File: src/rtl/corr_pkg.sv
package corr_pkg;

  localparam int NSRC   = 3;
  localparam int NPROD  = 6;
  localparam int STEP_W = 3;

  typedef enum logic [1:0] {
    SQ_IDLE  = 2'd0,
    SQ_CLEAR = 2'd1,
    SQ_WAIT  = 2'd2,
    SQ_RUN   = 2'd3
  } seq_state_e;

  // Source routed onto the X bus for a given step.
  function automatic logic [1:0] x_src(input logic [STEP_W-1:0] step);
    case (step)
      3'd1:    x_src = 2'd1;
      3'd2:    x_src = 2'd2;
      3'd5:    x_src = 2'd1;
      default: x_src = 2'd0;
    endcase
  endfunction

  // Source routed onto the Y bus for a given step.
  function automatic logic [1:0] y_src(input logic [STEP_W-1:0] step);
    case (step)
      3'd1, 3'd3: y_src = 2'd1;
      3'd2, 3'd4,
      3'd5:       y_src = 2'd2;
      default:    y_src = 2'd0;
    endcase
  endfunction

endpackage

File: src/rtl/corr_seq.sv
module corr_seq
  import corr_pkg::*;
#(
  parameter int CNT_W = 16
) (
  input  logic              clk_i,
  input  logic              rst_ni,
  input  logic              start_i,
  input  logic [CNT_W-1:0]  nsamp_i,
  input  logic              strobe_i,
  output logic              lat_en_o,
  output logic              wr_en_o,
  output logic              clr_o,
  output logic [STEP_W-1:0] slot_o,
  output logic              integrating_o
);

  localparam logic [STEP_W-1:0] STEP_LAST = STEP_W'(NPROD - 1);
  localparam logic [CNT_W-1:0]  CNT_ONE   = CNT_W'(1);

  seq_state_e        state_q, state_d;
  logic [STEP_W-1:0] step_q, step_d;
  logic [CNT_W-1:0]  cnt_q, cnt_d;
  logic [CNT_W-1:0]  nsamp_q, nsamp_d;

  always_comb begin
    state_d  = state_q;
    step_d   = step_q;
    cnt_d    = cnt_q;
    nsamp_d  = nsamp_q;
    lat_en_o = 1'b0;
    if (start_i) begin
      state_d = SQ_CLEAR;
      step_d  = '0;
      cnt_d   = '0;
      nsamp_d = nsamp_i;
    end else begin
      case (state_q)
        SQ_CLEAR: begin
          if (step_q == STEP_LAST) begin
            step_d  = '0;
            state_d = (nsamp_q == '0) ? SQ_IDLE : SQ_WAIT;
          end else begin
            step_d = step_q + 1'b1;
          end
        end
        SQ_WAIT: begin
          if (strobe_i) begin
            lat_en_o = 1'b1;
            state_d  = SQ_RUN;
            step_d   = '0;
          end
        end
        SQ_RUN: begin
          if (step_q == STEP_LAST) begin
            step_d  = '0;
            cnt_d   = cnt_q + CNT_ONE;
            state_d = ((cnt_q + CNT_ONE) == nsamp_q) ? SQ_IDLE : SQ_WAIT;
          end else begin
            step_d = step_q + 1'b1;
          end
        end
        default: ;
      endcase
    end
  end

  always_ff @(posedge clk_i or negedge rst_ni) begin
    if (!rst_ni) begin
      state_q <= SQ_IDLE;
      step_q  <= '0;
      cnt_q   <= '0;
      nsamp_q <= '0;
    end else begin
      state_q <= state_d;
      step_q  <= step_d;
      cnt_q   <= cnt_d;
      nsamp_q <= nsamp_d;
    end
  end

  assign wr_en_o       = (state_q == SQ_CLEAR) || (state_q == SQ_RUN);
  assign clr_o         = (state_q == SQ_CLEAR);
  assign slot_o        = step_q;
  assign integrating_o = (state_q != SQ_IDLE);

  a_r1_rise_needs_start: assert property (@(posedge clk_i) disable iff (!rst_ni)
    $rose(integrating_o) |-> $past(start_i));

  a_r2_step_in_range: assert property (@(posedge clk_i) disable iff (!rst_ni)
    step_q <= STEP_LAST);

  a_r7_latch_starts_run: assert property (@(posedge clk_i) disable iff (!rst_ni)
    (lat_en_o && !start_i) |=> (state_q == SQ_RUN && step_q == '0));

  a_r6_ends_on_count: assert property (@(posedge clk_i) disable iff (!rst_ni)
    (state_q == SQ_RUN && step_q == STEP_LAST && (cnt_q + CNT_ONE) == nsamp_q && !start_i)
      |=> !integrating_o);

endmodule

File: src/rtl/corr_steer_mul.sv
module corr_steer_mul
  import corr_pkg::*;
#(
  parameter int SAMPLE_W = 14,
  parameter int BUS_W    = 16,
  parameter int ACC_W    = 48
) (
  input  logic                           clk_i,
  input  logic                           rst_ni,
  input  logic                           lat_en_i,
  input  logic [NSRC-1:0][SAMPLE_W-1:0]  smp_i,
  input  logic [STEP_W-1:0]              step_i,
  output logic [ACC_W-1:0]               addend_o
);

  localparam int PAD     = BUS_W - SAMPLE_W;
  localparam int PROD_W  = 2 * BUS_W;
  localparam int DROP    = 2 * PAD;
  localparam int TRUNC_W = PROD_W - DROP;

  logic [NSRC-1:0][SAMPLE_W-1:0] smp_q;
  logic [BUS_W-1:0]   x_bus, y_bus;
  logic [1:0]         xs, ys;
  logic signed [PROD_W-1:0] prod;
  logic [TRUNC_W-1:0] prod_tr;

  for (genvar s = 0; s < NSRC; s++) begin : g_cap
    always_ff @(posedge clk_i or negedge rst_ni) begin
      if (!rst_ni)       smp_q[s] <= '0;
      else if (lat_en_i) smp_q[s] <= smp_i[s];
    end
  end

  // Steering: each source lands left-justified on a bus or stays off it.
  always_comb begin
    xs    = x_src(step_i);
    ys    = y_src(step_i);
    x_bus = '0;
    y_bus = '0;
    for (int s = 0; s < NSRC; s++) begin
      if (xs == 2'(s)) x_bus = x_bus | {smp_q[s], {PAD{1'b0}}};
      if (ys == 2'(s)) y_bus = y_bus | {smp_q[s], {PAD{1'b0}}};
    end
  end

  assign prod     = $signed(x_bus) * $signed(y_bus);
  assign prod_tr  = prod[PROD_W-1:DROP];
  assign addend_o = {{(ACC_W-TRUNC_W){prod_tr[TRUNC_W-1]}}, prod_tr};

  a_r2_dropped_bits_zero: assert property (@(posedge clk_i) disable iff (!rst_ni)
    prod[DROP-1:0] == '0);

endmodule

File: src/rtl/corr_acc_bank.sv
module corr_acc_bank
  import corr_pkg::*;
#(
  parameter int ACC_W = 48
) (
  input  logic              clk_i,
  input  logic              rst_ni,
  input  logic              wr_en_i,
  input  logic              clr_i,
  input  logic [STEP_W-1:0] slot_i,
  input  logic [ACC_W-1:0]  addend_i,
  input  logic              rd_en_i,
  input  logic [2:0]        rd_slot_i,
  input  logic [2:0]        rd_byte_i,
  output logic [7:0]        rd_data_o
);

  localparam int NBYTE = ACC_W / 8;

  logic [ACC_W-1:0] acc_q [NPROD];
  logic [ACC_W-1:0] word_sel;
  logic [7:0]       rd_d, rd_q;

  for (genvar i = 0; i < NPROD; i++) begin : g_slot
    logic [ACC_W-1:0] fb, add, acc_d;
    logic             upd;

    always_comb begin
      fb    = clr_i ? '1 : acc_q[i];
      add   = clr_i ? '0 : addend_i;
      acc_d = fb + add + {{(ACC_W-1){1'b0}}, clr_i};
      upd   = wr_en_i && (slot_i == STEP_W'(i));
    end

    always_ff @(posedge clk_i or negedge rst_ni) begin
      if (!rst_ni)  acc_q[i] <= '0;
      else if (upd) acc_q[i] <= acc_d;
    end

    a_r1_clear_leaves_zero: assert property (@(posedge clk_i) disable iff (!rst_ni)
      (wr_en_i && clr_i && slot_i == STEP_W'(i)) |=> (acc_q[i] == '0));

    a_r8_hold_when_idle: assert property (@(posedge clk_i) disable iff (!rst_ni)
      !(wr_en_i && slot_i == STEP_W'(i)) |=> $stable(acc_q[i]));
  end

  always_comb begin
    word_sel = '0;
    for (int i = 0; i < NPROD; i++)
      if (rd_slot_i == 3'(i)) word_sel = acc_q[i];
    rd_d = '0;
    if (rd_en_i)
      for (int b = 0; b < NBYTE; b++)
        if (rd_byte_i == 3'(b)) rd_d = word_sel[b*8 +: 8];
  end

  always_ff @(posedge clk_i or negedge rst_ni) begin
    if (!rst_ni) rd_q <= '0;
    else         rd_q <= rd_d;
  end

  assign rd_data_o = rd_q;

  a_r5_idle_output_zero: assert property (@(posedge clk_i) disable iff (!rst_ni)
    !rd_en_i |=> (rd_data_o == '0));

  a_r4_pad_byte_zero: assert property (@(posedge clk_i) disable iff (!rst_ni)
    (rd_en_i && rd_byte_i >= 3'(NBYTE)) |=> (rd_data_o == '0));

endmodule

File: src/rtl/corr_mac6.sv
module corr_mac6
  import corr_pkg::*;
#(
  parameter int SAMPLE_W = 14,
  parameter int BUS_W    = 16,
  parameter int ACC_W    = 48,
  parameter int CNT_W    = 16
) (
  input  logic                clk_i,
  input  logic                rst_ni,
  input  logic                start_i,
  input  logic [CNT_W-1:0]    nsamp_i,
  input  logic                strobe_i,
  input  logic [SAMPLE_W-1:0] smp_a_i,
  input  logic [SAMPLE_W-1:0] smp_b_i,
  input  logic [SAMPLE_W-1:0] smp_c_i,
  input  logic                rd_en_i,
  input  logic [2:0]          rd_slot_i,
  input  logic [2:0]          rd_byte_i,
  output logic [7:0]          rd_data_o,
  output logic                integrating_o
);

  logic [1:0]               rst_sync_q;
  logic                     rst_n;
  logic                     lat_en, wr_en, clr;
  logic [STEP_W-1:0]        slot;
  logic [ACC_W-1:0]         addend;
  logic [NSRC-1:0][SAMPLE_W-1:0] smp;

  // Asynchronous assert, synchronous release.
  always_ff @(posedge clk_i or negedge rst_ni) begin
    if (!rst_ni) rst_sync_q <= '0;
    else         rst_sync_q <= {rst_sync_q[0], 1'b1};
  end
  assign rst_n = rst_sync_q[1];

  assign smp = {smp_c_i, smp_b_i, smp_a_i};

  corr_seq #(.CNT_W(CNT_W)) u_seq (
    .clk_i         (clk_i),
    .rst_ni        (rst_n),
    .start_i       (start_i),
    .nsamp_i       (nsamp_i),
    .strobe_i      (strobe_i),
    .lat_en_o      (lat_en),
    .wr_en_o       (wr_en),
    .clr_o         (clr),
    .slot_o        (slot),
    .integrating_o (integrating_o)
  );

  corr_steer_mul #(.SAMPLE_W(SAMPLE_W), .BUS_W(BUS_W), .ACC_W(ACC_W)) u_mul (
    .clk_i    (clk_i),
    .rst_ni   (rst_n),
    .lat_en_i (lat_en),
    .smp_i    (smp),
    .step_i   (slot),
    .addend_o (addend)
  );

  corr_acc_bank #(.ACC_W(ACC_W)) u_acc (
    .clk_i     (clk_i),
    .rst_ni    (rst_n),
    .wr_en_i   (wr_en),
    .clr_i     (clr),
    .slot_i    (slot),
    .addend_i  (addend),
    .rd_en_i   (rd_en_i),
    .rd_slot_i (rd_slot_i),
    .rd_byte_i (rd_byte_i),
    .rd_data_o (rd_data_o)
  );

endmodule

File: config.mk
export PLATFORM = sky130hd
export DESIGN_NAME = corr_mac6
export DESIGN_NICKNAME = d
export VERILOG_FILES = /design/src/rtl/corr_pkg.sv /design/src/rtl/corr_seq.sv /design/src/rtl/corr_steer_mul.sv /design/src/rtl/corr_acc_bank.sv /design/src/rtl/corr_mac6.sv
export SDC_FILE = /design/constraint.sdc
export NUM_CORES = 2
export LEC_CHECK = 0
export BUFFER_PORTS_ARGS = -buffer_cell sky130_fd_sc_hd__buf_2
export CAP_MARGIN = 0
export CORE_MARGIN = 3
export CORE_UTILIZATION = 45
export CTS_CLUSTER_DIAMETER = 80
export DETAILED_ROUTE_END_ITERATION = 6
export PLACE_DENSITY = 0.69
export SYNTH_ARGS = -nofsm -noshare
export SYNTH_HDL_FRONTEND = slang
export SYNTH_SLANG_ARGS = --single-unit
File: constraint.sdc
create_clock -name clk_i -period 11.2 [get_ports clk_i]
set_input_delay 1.12 -clock clk_i [delete_from_list [all_inputs] [get_ports clk_i]]
set_output_delay 1.12 -clock clk_i [all_outputs]
set_load 0.1 [all_outputs]
==> flow_summary.ini <==
[run_status]
status = finished clean

[timing]
finalSetupViolCount = 0
hold_viol_final = 0
fin_crit_ns = 10.67
max_freq_ghz = 0.0937
fin_skew_ns = 0.0398
drv_slew = 0
period_share_pct = 95.3
rsz0062_at_grt = yes
fin_ws_ns = 0.525
relSlewSlack_pct = 14.2
timing.hold.ws_ns = 0.313
worst_pin_slew_ns = 1.28

[logic_synthesis]
synth_area_um2 = 41200
ys_seq_area_share_pct = 22.9
ys_warn_count = 0
syn_nets = 5567
postSynthCellCount = 4921
synth_top_cell_by_area = dfrtp_1
synthTopCellsByArea = dfrtp_1, ha_1, fa_1
synth.top_cell.area_share_pct = 22.9
ys_async_sr_fraction_pct = 100
ys_seq_elements = 377
ys.flop_type = dfrtp_1
synth_edf_count = 0
synth.avg_cell_area_um2 = 8.37
ys_types = 88

[floorplan]
start_util_pct = 45.6
die_y_um = 309
coreArea_um2 = 90400
die_w_um = 309
design.die.area_um2 = 95200
io-pin-count = 78
placementRows = 110

[run]
cap_violations = 0

[detailed_routing]
wl_per_cell_um = 18.1
drc = 0
vias = 34901
vias_per_cell = 5.69
drt_first_pass_iters = 6
drt_iter0_markers = 2326
totalWireLength_um = 111000
drtAntennaViolNets = 0

[power_and_ir_drop]
power_density_nw_per_um2 = 221
finalPower_mw = 9.86
vdd_ir_drop_max_mv = 0.123
p_leak_nw = 21.3

[clock_tree]
clkTransAtPathRegs_ns = 0.06
cts.sinks = 377
cts_root_buf = clkbuf_16
clk_latency_ns = 0.62
clock_path_buffers = 3
htree_levels = 2
cts_tree = done
holdBufCountCts = 0
numCtsBuffers = 47

[global_route]
grt_usage_pct = 23.0
antenna_found_initial = 0
grt.busiest_layer = met2
use_met3_pct = 3.14
met1_usage_pct = 31.6
grt_max_degree = 180
use_met2_pct = 37.7
overflow = 0
grt_pass1_wl_um = 178000
grt_pass1_vias = 33084

[setup_path]
path_class = flip-flop to flip-flop
timing.rr.start = u_seq.slot_o[1]
rr_worst_depth = 40
crit_path_end_kind = flip-flop
crit_required_ns = 11.76
r2r_slack_ns = 0.53
timing.critical_path.fanout_max = 25
path_delay_family = adder cells
crit_path_frequent_cell = fa_1
slowest_stage = dfrtp_2
critPathArrivalTime_ns = 11.23
timing.rr.end = u_acc.acc_q[95]
cp-start-kind = flip-flop
cp_num_buf_inv = 8
cp_slowest_stage_delay_ns = 0.57

[cells_and_area]
nets = 5566
post-route-util_pct = 49.3
layout-drive-gt1-share_pct = 7.81
syn2layout_area_growth_pct = 8.16

[place]
dp_worst_setup_slack_ns = 0.222
gp_congestion = 0.956
io_buffers = 77
place_hpwl_um = 84500

[hold_path]
hp-class = input pin to async pin
area by class of cell:
type / instances / area, um^2
Antenna cell: 3 / 7.51
Clock buffer: 70 / 1390
Clock inverter: 13 / 116
Fill cell: 8630 / 45900
Inverter: 318 / 1190
Multi-Input combinational cell: 4026 / 30000
Sequential cell: 377 / 9440
Tap cell: 1176 / 1470
Timing Repair Buffer: 150 / 990
Yosys cell counts, types with 51 or more instances:
| cell | number |
|---|---|
| nand2_1 | 551 |
| o21ai_0 | 464 |
| dfrtp_1 | 377 |
| ha_1 | 374 |
| nand2b_1 | 346 |
| nor2_1 | 332 |
| a21oi_1 | 324 |
| inv_1 | 318 |
| fa_1 | 203 |
| clkbuf_1 | 171 |
| a21o_1 | 166 |
| xnor2_1 | 159 |
| xor2_1 | 149 |
| mux2i_1 | 120 |
| mux2_2 | 80 |
| nand3_1 | 63 |
| nor3_1 | 51 |
where the power goes:
| part | internal [mW] | total, mW | switching (mW) |
|---|---|---|---|
| sequential | 1.84 | 2.24 | 0.400 |
| clock | 0.881 | 1.51 | 0.630 |
| combinational | 2.70 | 6.11 | 3.41 |
| total | 5.42 | 9.86 | 4.44 |
sequential cells by signal, indices dropped and copies added, names as in the netlist:
register,count
rst_sync_q,2
u_seq.nsamp_q,16
u_seq.state_q,2
u_acc.acc_q,288
u_mul.smp_q,42
u_acc.rd_data_o,8
u_seq.cnt_q,16
u_seq.slot_o,3
layer usage:
metal | share of wire [%] | vias to the layer above | routed length, um
met2 | 46 | 909 | 50800
met3 | 5.5 | 174 | 6120
met4 | 3.2 | 0 | 3550
li1 | - | 17189 | -
met5 | 0 | - | 0
met1 | 45 | 16629 | 50300
cell families after synthesis:
| family | share of synthesized area [%] |
|---|---|
| AND/OR/NAND/NOR | 18.6 |
| other | 0.00910 |
| flip-flops | 22.9 |
| buffers and inverters | 4.76 |
| AO/OA/AOI/OAI | 20.2 |
| XOR/XNOR | 6.55 |
| adder cells (fa/ha/maj) | 21.2 |
| multiplexers | 5.81 |
cell usage in the layout, fill, tap and decap left out, types with 76 or more instances in the layout:
cell type / instances
buf_2: 76
xnor2_1: 159
o21ai_0: 461
nand2b_1: 346
mux2_2: 80
a21o_1: 166
ha_1: 374
nor2_1: 324
nand2_1: 547
inv_1: 318
fa_1: 203
mux2i_1: 119
xor2_1: 148
dfrtp_1: 373
a21oi_1: 324
through the flow:
step / setup TNS (ns) / std cells / cell area (um^2)
3_3_place_gp: 0 / 6046 / 43000
3_5_place_dp: 0 / 6046 / 43000
5_1_grt: -0.0931 / 6130 / 44600
4_1_cts: 0 / 6129 / 44500
6_report: 0 / 6133 / 44600
2_1_floorplan: -0.0107 / 4921 / 41200
timing repair:
action	in CTS	in global routing
hold endpoints to repair	0	0
setup endpoints to repair	0	24
resized for setup	0	17
buffers inserted	0	1
worst max-delay path by stage:
stage / end / start / cells after the start / slack, ns
after floorplan: u_acc.acc_q[278] / u_seq.slot_o[1] / 43 / -0.01
after global placement: u_acc.acc_q[95] / u_seq.slot_o[1] / 36 / 0.47
after detailed placement: u_acc.acc_q[95] / u_seq.slot_o[1] / 38 / 0.22
after CTS: u_acc.acc_q[95] / u_seq.slot_o[1] / 38 / 0.20
after global routing: u_acc.acc_q[95] / u_seq.slot_o[1] / 40 / -0.05
final: u_acc.acc_q[95] / u_seq.slot_o[1] / 40 / 0.53
No activity file was read; power rests on OpenSTA's default activity.
